===== src/rtl/bsup_pkg.sv =====
package bsup_pkg;

   // Operating condition of the supervised bridge, in priority order.
   typedef enum logic [2:0] {
      PW_OFF    = 3'd0,   // supply below threshold
      PW_HELD   = 3'd1,   // reset pin active
      PW_ASLEEP = 3'd2,   // sleep pin active
      PW_SETTLE = 3'd3,   // awake, charge pump settling
      PW_RUN    = 3'd4    // awake and settled
   } pwr_state_e;

   // Width of a counter that must hold values 0..limit.
   function automatic int cnt_bits(input int limit);
      return (limit < 1) ? 1 : $clog2(limit + 1);
   endfunction

endpackage


===== src/rtl/bsup_wake_timer.sv =====
module bsup_wake_timer
   import bsup_pkg::*;
#(
   parameter int WAKE_CYC = 125000
) (
   input  logic clk,
   input  logic rst_n,
   input  logic hold,
   output logic ready
);

   localparam int CW = cnt_bits(WAKE_CYC);
   localparam logic [CW-1:0] LIM = CW'(WAKE_CYC);

   logic [CW-1:0] cnt_q;

   always_ff @(posedge clk or negedge rst_n) begin
      if (!rst_n)
         cnt_q <= '0;
      else if (hold)
         cnt_q <= '0;
      else if (cnt_q != LIM)
         cnt_q <= cnt_q + CW'(1);
   end

   assign ready = (cnt_q == LIM);

   generate
      if (WAKE_CYC < 0) begin : g_bad_wake
         $error("WAKE_CYC must not be negative");
      end
      if (WAKE_CYC > 0) begin : g_chk
         AST_SETTLE_RESTART: assert property (@(posedge clk) disable iff (!rst_n)
            hold |=> !ready);
         AST_SETTLE_STICKY: assert property (@(posedge clk) disable iff (!rst_n)
            (ready && !hold) |=> ready);
      end
   endgenerate

endmodule


===== src/rtl/bsup_oc_qual.sv =====
module bsup_oc_qual
   import bsup_pkg::*;
#(
   parameter int NUM_SW  = 4,
   parameter int OC_QUAL = 16
) (
   input  logic              clk,
   input  logic              rst_n,
   input  logic              clr,
   input  logic              hold,
   input  logic [NUM_SW-1:0] ilim,
   output logic              latch
);

   localparam int CW = cnt_bits(OC_QUAL);
   localparam logic [CW-1:0] LIM = CW'(OC_QUAL);
   localparam logic [CW-1:0] LAST = CW'(OC_QUAL - 1);

   logic [NUM_SW-1:0] hit;

   generate
      if (NUM_SW < 1) begin : g_bad_sw
         $error("NUM_SW must be at least 1");
      end
      if (OC_QUAL < 1) begin : g_bad_qual
         $error("OC_QUAL must be at least 1");
      end

      for (genvar i = 0; i < NUM_SW; i++) begin : g_sw
         if (OC_QUAL == 1) begin : g_direct
            // No persistence: a single sampled edge is enough.
            assign hit[i] = ilim[i] && !clr && !hold;
         end else begin : g_count
            logic [CW-1:0] cnt_q;
            always_ff @(posedge clk or negedge rst_n) begin
               if (!rst_n)
                  cnt_q <= '0;
               else if (clr || hold || !ilim[i])
                  cnt_q <= '0;
               else if (cnt_q != LIM)
                  cnt_q <= cnt_q + CW'(1);
            end
            assign hit[i] = ilim[i] && !clr && !hold && (cnt_q == LAST);
         end
      end
   endgenerate

   always_ff @(posedge clk or negedge rst_n) begin
      if (!rst_n)
         latch <= 1'b0;
      else if (clr)
         latch <= 1'b0;
      else if (|hit)
         latch <= 1'b1;
   end

   AST_LATCH_STICKY: assert property (@(posedge clk) disable iff (!rst_n)
      (latch && !clr) |=> latch);
   AST_UV_CLEARS_LATCH: assert property (@(posedge clk) disable iff (!rst_n)
      clr |=> !latch);
   AST_TRIP_HAS_CAUSE: assert property (@(posedge clk) disable iff (!rst_n)
      $rose(latch) |-> $past(|ilim));

endmodule


===== src/rtl/bsup_out_gate.sv =====
module bsup_out_gate
   import bsup_pkg::*;
(
   input  logic       rst_n,
   input  logic       sleep_n,
   input  logic       uv,
   input  logic       ot,
   input  logic       ready,
   input  logic       latch,
   output logic       bridge_en,
   output logic       logic_rst,
   output logic       core_run,
   output logic       fault_n,
   output pwr_state_e state
);

   logic awake;
   logic ot_act;

   always_comb begin
      if (uv)
         state = PW_OFF;
      else if (!rst_n)
         state = PW_HELD;
      else if (!sleep_n)
         state = PW_ASLEEP;
      else if (!ready)
         state = PW_SETTLE;
      else
         state = PW_RUN;
   end

   assign awake     = (state == PW_SETTLE) || (state == PW_RUN);
   assign ot_act    = ot && awake;
   assign bridge_en = (state == PW_RUN) && !latch && !ot;
   assign logic_rst = (state == PW_OFF) || (state == PW_HELD);
   assign core_run  = sleep_n && !uv;
   assign fault_n   = !((latch && rst_n && !uv) || ot_act);

endmodule


===== src/rtl/bridge_supervisor.sv =====
module bridge_supervisor
   import bsup_pkg::*;
#(
   parameter int NUM_SW   = 4,
   parameter int OC_QUAL  = 16,
   parameter int WAKE_CYC = 125000
) (
   input  logic              clk,
   input  logic              rst_n,
   input  logic              sleep_n,
   input  logic              uv_flag,
   input  logic              ot_flag,
   input  logic [NUM_SW-1:0] ilim_flag,
   output logic              bridge_en,
   output logic              logic_rst,
   output logic              core_run,
   output logic              fault_n
);

   logic       wake_hold;
   logic       wake_ready;
   logic       oc_latch;
   pwr_state_e pstate;

   assign wake_hold = !sleep_n || uv_flag;

   bsup_wake_timer #(.WAKE_CYC(WAKE_CYC)) u_wake (
      .clk   (clk),
      .rst_n (rst_n),
      .hold  (wake_hold),
      .ready (wake_ready)
   );

   bsup_oc_qual #(.NUM_SW(NUM_SW), .OC_QUAL(OC_QUAL)) u_ocq (
      .clk   (clk),
      .rst_n (rst_n),
      .clr   (uv_flag),
      .hold  (!sleep_n),
      .ilim  (ilim_flag),
      .latch (oc_latch)
   );

   bsup_out_gate u_gate (
      .rst_n     (rst_n),
      .sleep_n   (sleep_n),
      .uv        (uv_flag),
      .ot        (ot_flag),
      .ready     (wake_ready),
      .latch     (oc_latch),
      .bridge_en (bridge_en),
      .logic_rst (logic_rst),
      .core_run  (core_run),
      .fault_n   (fault_n),
      .state     (pstate)
   );

   AST_SLEEP_STOPS: assert property (@(posedge clk) disable iff (!rst_n)
      !sleep_n |-> (!core_run && !bridge_en));
   AST_OT_BLOCKS: assert property (@(posedge clk) disable iff (!rst_n)
      ot_flag |-> !bridge_en);
   AST_FAULT_SOURCE: assert property (@(posedge clk) disable iff (!rst_n)
      !fault_n |-> (ot_flag || oc_latch));
   AST_UV_OFF: assert property (@(posedge clk) disable iff (!rst_n)
      uv_flag |-> (!bridge_en && logic_rst && fault_n));
   AST_EN_SETTLED: assert property (@(posedge clk) disable iff (!rst_n)
      bridge_en |-> (pstate == PW_RUN));

endmodule


===== config.mk =====
export PLATFORM = sky130hd
export DESIGN_NAME = bridge_supervisor
export DESIGN_NICKNAME = d
export VERILOG_FILES = /design/src/rtl/bsup_pkg.sv /design/src/rtl/bsup_wake_timer.sv /design/src/rtl/bsup_oc_qual.sv /design/src/rtl/bsup_out_gate.sv /design/src/rtl/bridge_supervisor.sv
export SDC_FILE = /design/constraint.sdc
export NUM_CORES = 1
export LEC_CHECK = 0
export ABC_AREA = 1
export BUFFER_PORTS_ARGS = -buffer_cell sky130_fd_sc_hd__buf_2
export CORE_ASPECT_RATIO = 1.5
export CORE_MARGIN = 2
export CORE_UTILIZATION = 50
export CTS_CLUSTER_DIAMETER = 30
export DETAILED_ROUTE_END_ITERATION = 6
export GPL_TIMING_DRIVEN = 0
export HOLD_SLACK_MARGIN = 0.03
export PLACE_DENSITY_LB_ADDON = 0.12
export REMOVE_ABC_BUFFERS = 1
export SETUP_SLACK_MARGIN = 0.1
export SLEW_MARGIN = 30
export SYNTH_ARGS = -nofsm -noshare
export SYNTH_HDL_FRONTEND = slang
export SYNTH_HIERARCHICAL = 1
export SYNTH_SLANG_ARGS = --single-unit

===== constraint.sdc =====
create_clock -name clk -period 5.1 [get_ports clk]
set_clock_uncertainty 0.05 [all_clocks]
set_input_delay 1.275 -clock clk [delete_from_list [all_inputs] [get_ports clk]]
set_output_delay 1.275 -clock clk [all_outputs]
set_load 0.03 [all_outputs]

Word level (Yosys, flattened, before mapping)
Cells that the tools add are included.

Eq/ne operators: 13. $add $sub $neg: 5. Muxes and demuxes: 16. Reduce and logical (&&, ||, !) cells: 43.

Operator list (number): $mux W5 (8); $mux W17 (2); $add A5 B1 Y5 const B (4); $eq A5 B4 Y1 const B (4); $ne A5 B5 Y1 const B (4); $logic_and A1 B1 Y1 (18); $add A17 B1 Y17 const B (1); $eq A17 B17 Y1 const B (1); $ne A17 B17 Y1 const B (1); $mux W3 (4); $reduce_bool A2 Y1 (6); $logic_not A1 Y1 (9); $logic_or A1 B1 Y1 (8); $reduce_or A4 Y1 (1); $eq A3 B1 Y1 const B (1); $eq A3 B2 Y1 const B (1); $eq A3 B3 Y1 const B (1); $logic_not A3 Y1 (1); $mux W1 (2).

Output and inout port bits: 4. Logic and storage cells: 83. Bits of input ports: 9. Register bits after elaboration: 38.

Depth between registers and ports, before layout
Word-level depth: 10. Gate-level depth with buffers: 10. Gate-level depth less buffers: 10.

Cells and area by module
The synthesis kept the hierarchy.

Modules (own cells, without submodules): bsup_oc_qual (area each 1243.7 um^2, times used 1, cells an instance 138, sequential area each 525.5 um^2); bsup_wake_timer (area each 1126.1 um^2, times used 1, cells an instance 162, sequential area each 425.4 um^2); bsup_out_gate (area each 75.1 um^2, times used 1, cells an instance 18, sequential area each 0.0 um^2); bridge_supervisor (area each 11.3 um^2, times used 1, cells an instance 3, sequential area each 0.0 um^2).

Worst setup path before layout
No wires, ideal clock.

Kind: input -> output. From: input port ot_flag. To: output port fault_n. Path slack: 1747 ps. Cell stages on the path: 3. Data arrival time: 2028 ps. Cells stage by stage: nand2_1 inv_1 o21ai_0.

Word-level cells in the longest chain between the ends: 3.

RTL lines: from (decl) (line bridge_supervisor.sv:12) `input logic ot_flag,`; $logic_and A1 B1 Y1 (line bsup_out_gate.sv:34) `assign ot_act = ot && awake;`; $logic_or A1 B1 Y1 (line bsup_out_gate.sv:38) `assign fault_n = !((latch && rst_n && !uv) || ot_act);`; $logic_not A1 Y1 (line bsup_out_gate.sv:38); to (decl) (line bridge_supervisor.sv:17) `output logic fault_n`.

No other way between the ends.

Worst setup path after layout
From: input port rst_n. To: output port bridge_en.

Word-level cells in the longest chain between the ends: 5.

RTL lines: from (decl) (line bridge_supervisor.sv:9) `input logic rst_n,`; $mux W3 (line bsup_out_gate.sv:23) `else if (!rst_n)`; $mux W3 (line bsup_out_gate.sv:21) `if (uv)`; $eq A3 B3 Y1 (line bsup_out_gate.sv:35) `assign bridge_en = (state == PW_RUN) && !latch && !ot;`; $logic_and A1 B1 Y1 (2 in series) (line bsup_out_gate.sv:35); to (decl) (line bridge_supervisor.sv:14) `output logic bridge_en,`.

No other way between the ends.

==> flow_summary_export.csv <==
group,metric,value,unit
setup_path,crit_type,"in -> out",
min_path,timing.hold.worst.start,"u_ocq/g_sw[3].g_count.cnt_q[1]$_DFFE_PN0P_",
clock_network,cts_sinks,38,
drt,post-route-drc-count,0,
logic_synthesis,synthCells,317,
clock_network,cts_resized,0,
setup_path,critPathLaunchType,"input port",
global_route,antenna_violations_before_repair,0,
place,gp_routability_congestion,0.902,
min_path,hold-path-endpoint,"u_ocq/g_sw[3].g_count.cnt_q[1]$_DFFE_PN0P_",
sta,count_of_final_max_slew_check_failures,0,
clock_network,setup_repair_bufs_after_cts,0,
finish,nets,357,
setup_path,regToRegEndpoint,"u_ocq/latch$_DFFE_PN0P_",
global_route,grt_overflow,0,
die,start_util,51.1,%
min_path,hold_path_depth,2,
setup_path,ff2ff_setup_slack,3660,ps
global_route,grt_max_degree,40,
global_route,grt.total_usage,20.4,%
sta,report.final.hold_viol_count,0,
drt,via_count,1946,
sta,final.setup.worst_slack,1480,ps
die,die_height,89.6,um
logic_synthesis,synth_warnings,6,
setup_path,r2r_cells,8,
setup_path,timing.rr.start,"u_ocq/g_sw[2].g_count.cnt_q[0]$_DFFE_PN0P_",
logic_synthesis,synthesis.area,2440,um^2
die,ios,13,
global_route,grt_pass1_wl,8280,um
status,status,"finished, final reports clean",
place,place_worst_setup_slack,1140,ps
sta,period_share,70.9,%
drt,first_pass_iters,4,
flow_run,cap_viol_max_count,0,
die,die_area,5470,um^2
clock_network,worst_setup_hold_path_clk_slew,80,ps
sta,setup_violations,0,
place,dp_hpwl,3560,um
setup_path,worst-endpoint-required,3770,ps
finish,num-fill-cells,478,
place,port_buffers,12,
sta,period_needed,3620,ps
clock_network,clk_latency,290,ps
setup_path,max_stage_delay,410,ps
clock_network,cts_tree,"built",
finish,areaGrowthSynthToFinish,9.28,%
min_path,worst_hold_path_type,"reg -> reg",
finish,insertedDiodeCount,0,
die,placementRows,31,
drt,ant_nets,0,
clock_network,root_buffer,"sky130_fd_sc_hd__clkbuf_8",
setup_path,path_max_fanout,39,
clock_network,cts_hold_buf,0,
die,die_w,61.0,um
sta,tightestPinTransition,508,ps
setup_path,timing.critical_path.to_type,"output pin",
power,leakage,1.26,nW
clock_network,cts-root-to-sink-buffers,2,
sta,setup_tns,0,ps
global_route,number_of_global_route_vias_before_repair,1995,
power,max-vdd-ir-drop,0.000185,V
setup_path,crit_path_top_delay_cell,"sky130_fd_sc_hd__buf_4",
drt,drt-initial-drc-count,57,
sta,finalHoldWorstSlack,484,ps
power,power_density,209,nW/um^2
logic_synthesis,syn-mean-instance-area,7.70,um^2
sta,max_freq,0.277,GHz
drt,drt_wl_total,4560,um
clock_network,h_tree_depth,2,
drt,avgRoutedWirePerCell,11.4,um
finish,final_layout_size_suffix_gt1_share,19.7,%
setup_path,worst_ep_arrival_time,2290,ps
setup_path,list_of_cells_traversed_by_the_critical_path,"buf_4 > inv_1 > nor2_2 > nand2_1 > nor2_1 > buf_2",
clock_network,numCtsBuffers,5,
drt,vias_per_cell,4.85,
sta,maxSlewHeadroom,66.2,%
die,placeableCoreArea,4770,um^2
sta,grt_setup_unrepaired,"no",
## per-stage QoR
stage	util [%]	instances	power [mW]	cell area (um^2)
after global placement	53.9	393	0.349	2570
after global routing	55.9	401	0.583	2670
final	55.9	401	0.557	2670
after detailed placement	53.9	393	0.349	2570
after CTS	55.8	401	0.565	2660
after floorplan	-	315	0.332	2430
## worst max-delay path by stage
stage	start	endpoint	slack, ps	cells past startpoint
final	rst_n	bridge_en	1480	6
after global routing	rst_n	bridge_en	1290	6
after CTS	rst_n	bridge_en	1130	6
after detailed placement	rst_n	bridge_en	1140	6
after global placement	rst_n	bridge_en	1140	6
after floorplan	ot_flag	fault_n	1750	3
## cells in the final DEF, fill, tap and decap left out, drive strengths merged, types with 7 or more instances in the layout
cell type and count:
nand2 70, a21oi 13, ha 14, nor3 7
nor2 57, o21ai 12, buf 12, nand3 36
clkbuf 7, inv 51, dfrtp 38
## power breakdown
part | total, mW | leakage [nW] | internal, mW | switching [mW]
Clock | 0.214 | 0.0482 | 0.109 | 0.105
Sequential | 0.306 | 0.528 | 0.303 | 0.00282
Combinational | 0.0362 | 0.684 | 0.0104 | 0.0258
## flip-flops by register name, indices dropped and copies added (netlist names)
| name | flops |
|---|---|
| u_ocq/g_sw.g_count.cnt_q | 20 |
| u_wake/cnt_q | 17 |
| u_ocq/latch | 1 |
## metal layers
layer	up-vias	track usage [%]	part of all wire, %
li1	1027	-	-
met1	886	20.9	40
met2	24	38.4	55
met3	9	3.18	2.5
met4	0	9.68	2.7
met5	-	0	0
## worst max-delay path, delay by kind of cell
family,cells,cell delay (ps)
buffers and inverters,3,710
AND/OR/NAND/NOR,3,270
## cell type report
type / count / area [um^2] / area share, %
clock buffers: 7 / 86.3 / 3.24
inverters: 55 / 210 / 7.88
repair buffers: 12 / 62.6 / 2.35
clock inverters: 1 / 5.00 / 0.188
flip-flops and latches: 38 / 951 / 35.7
multi-input cells: 222 / 1270 / 47.6
well taps: 66 / 82.6 / 3.10
(Power assumes the default switching activity.)
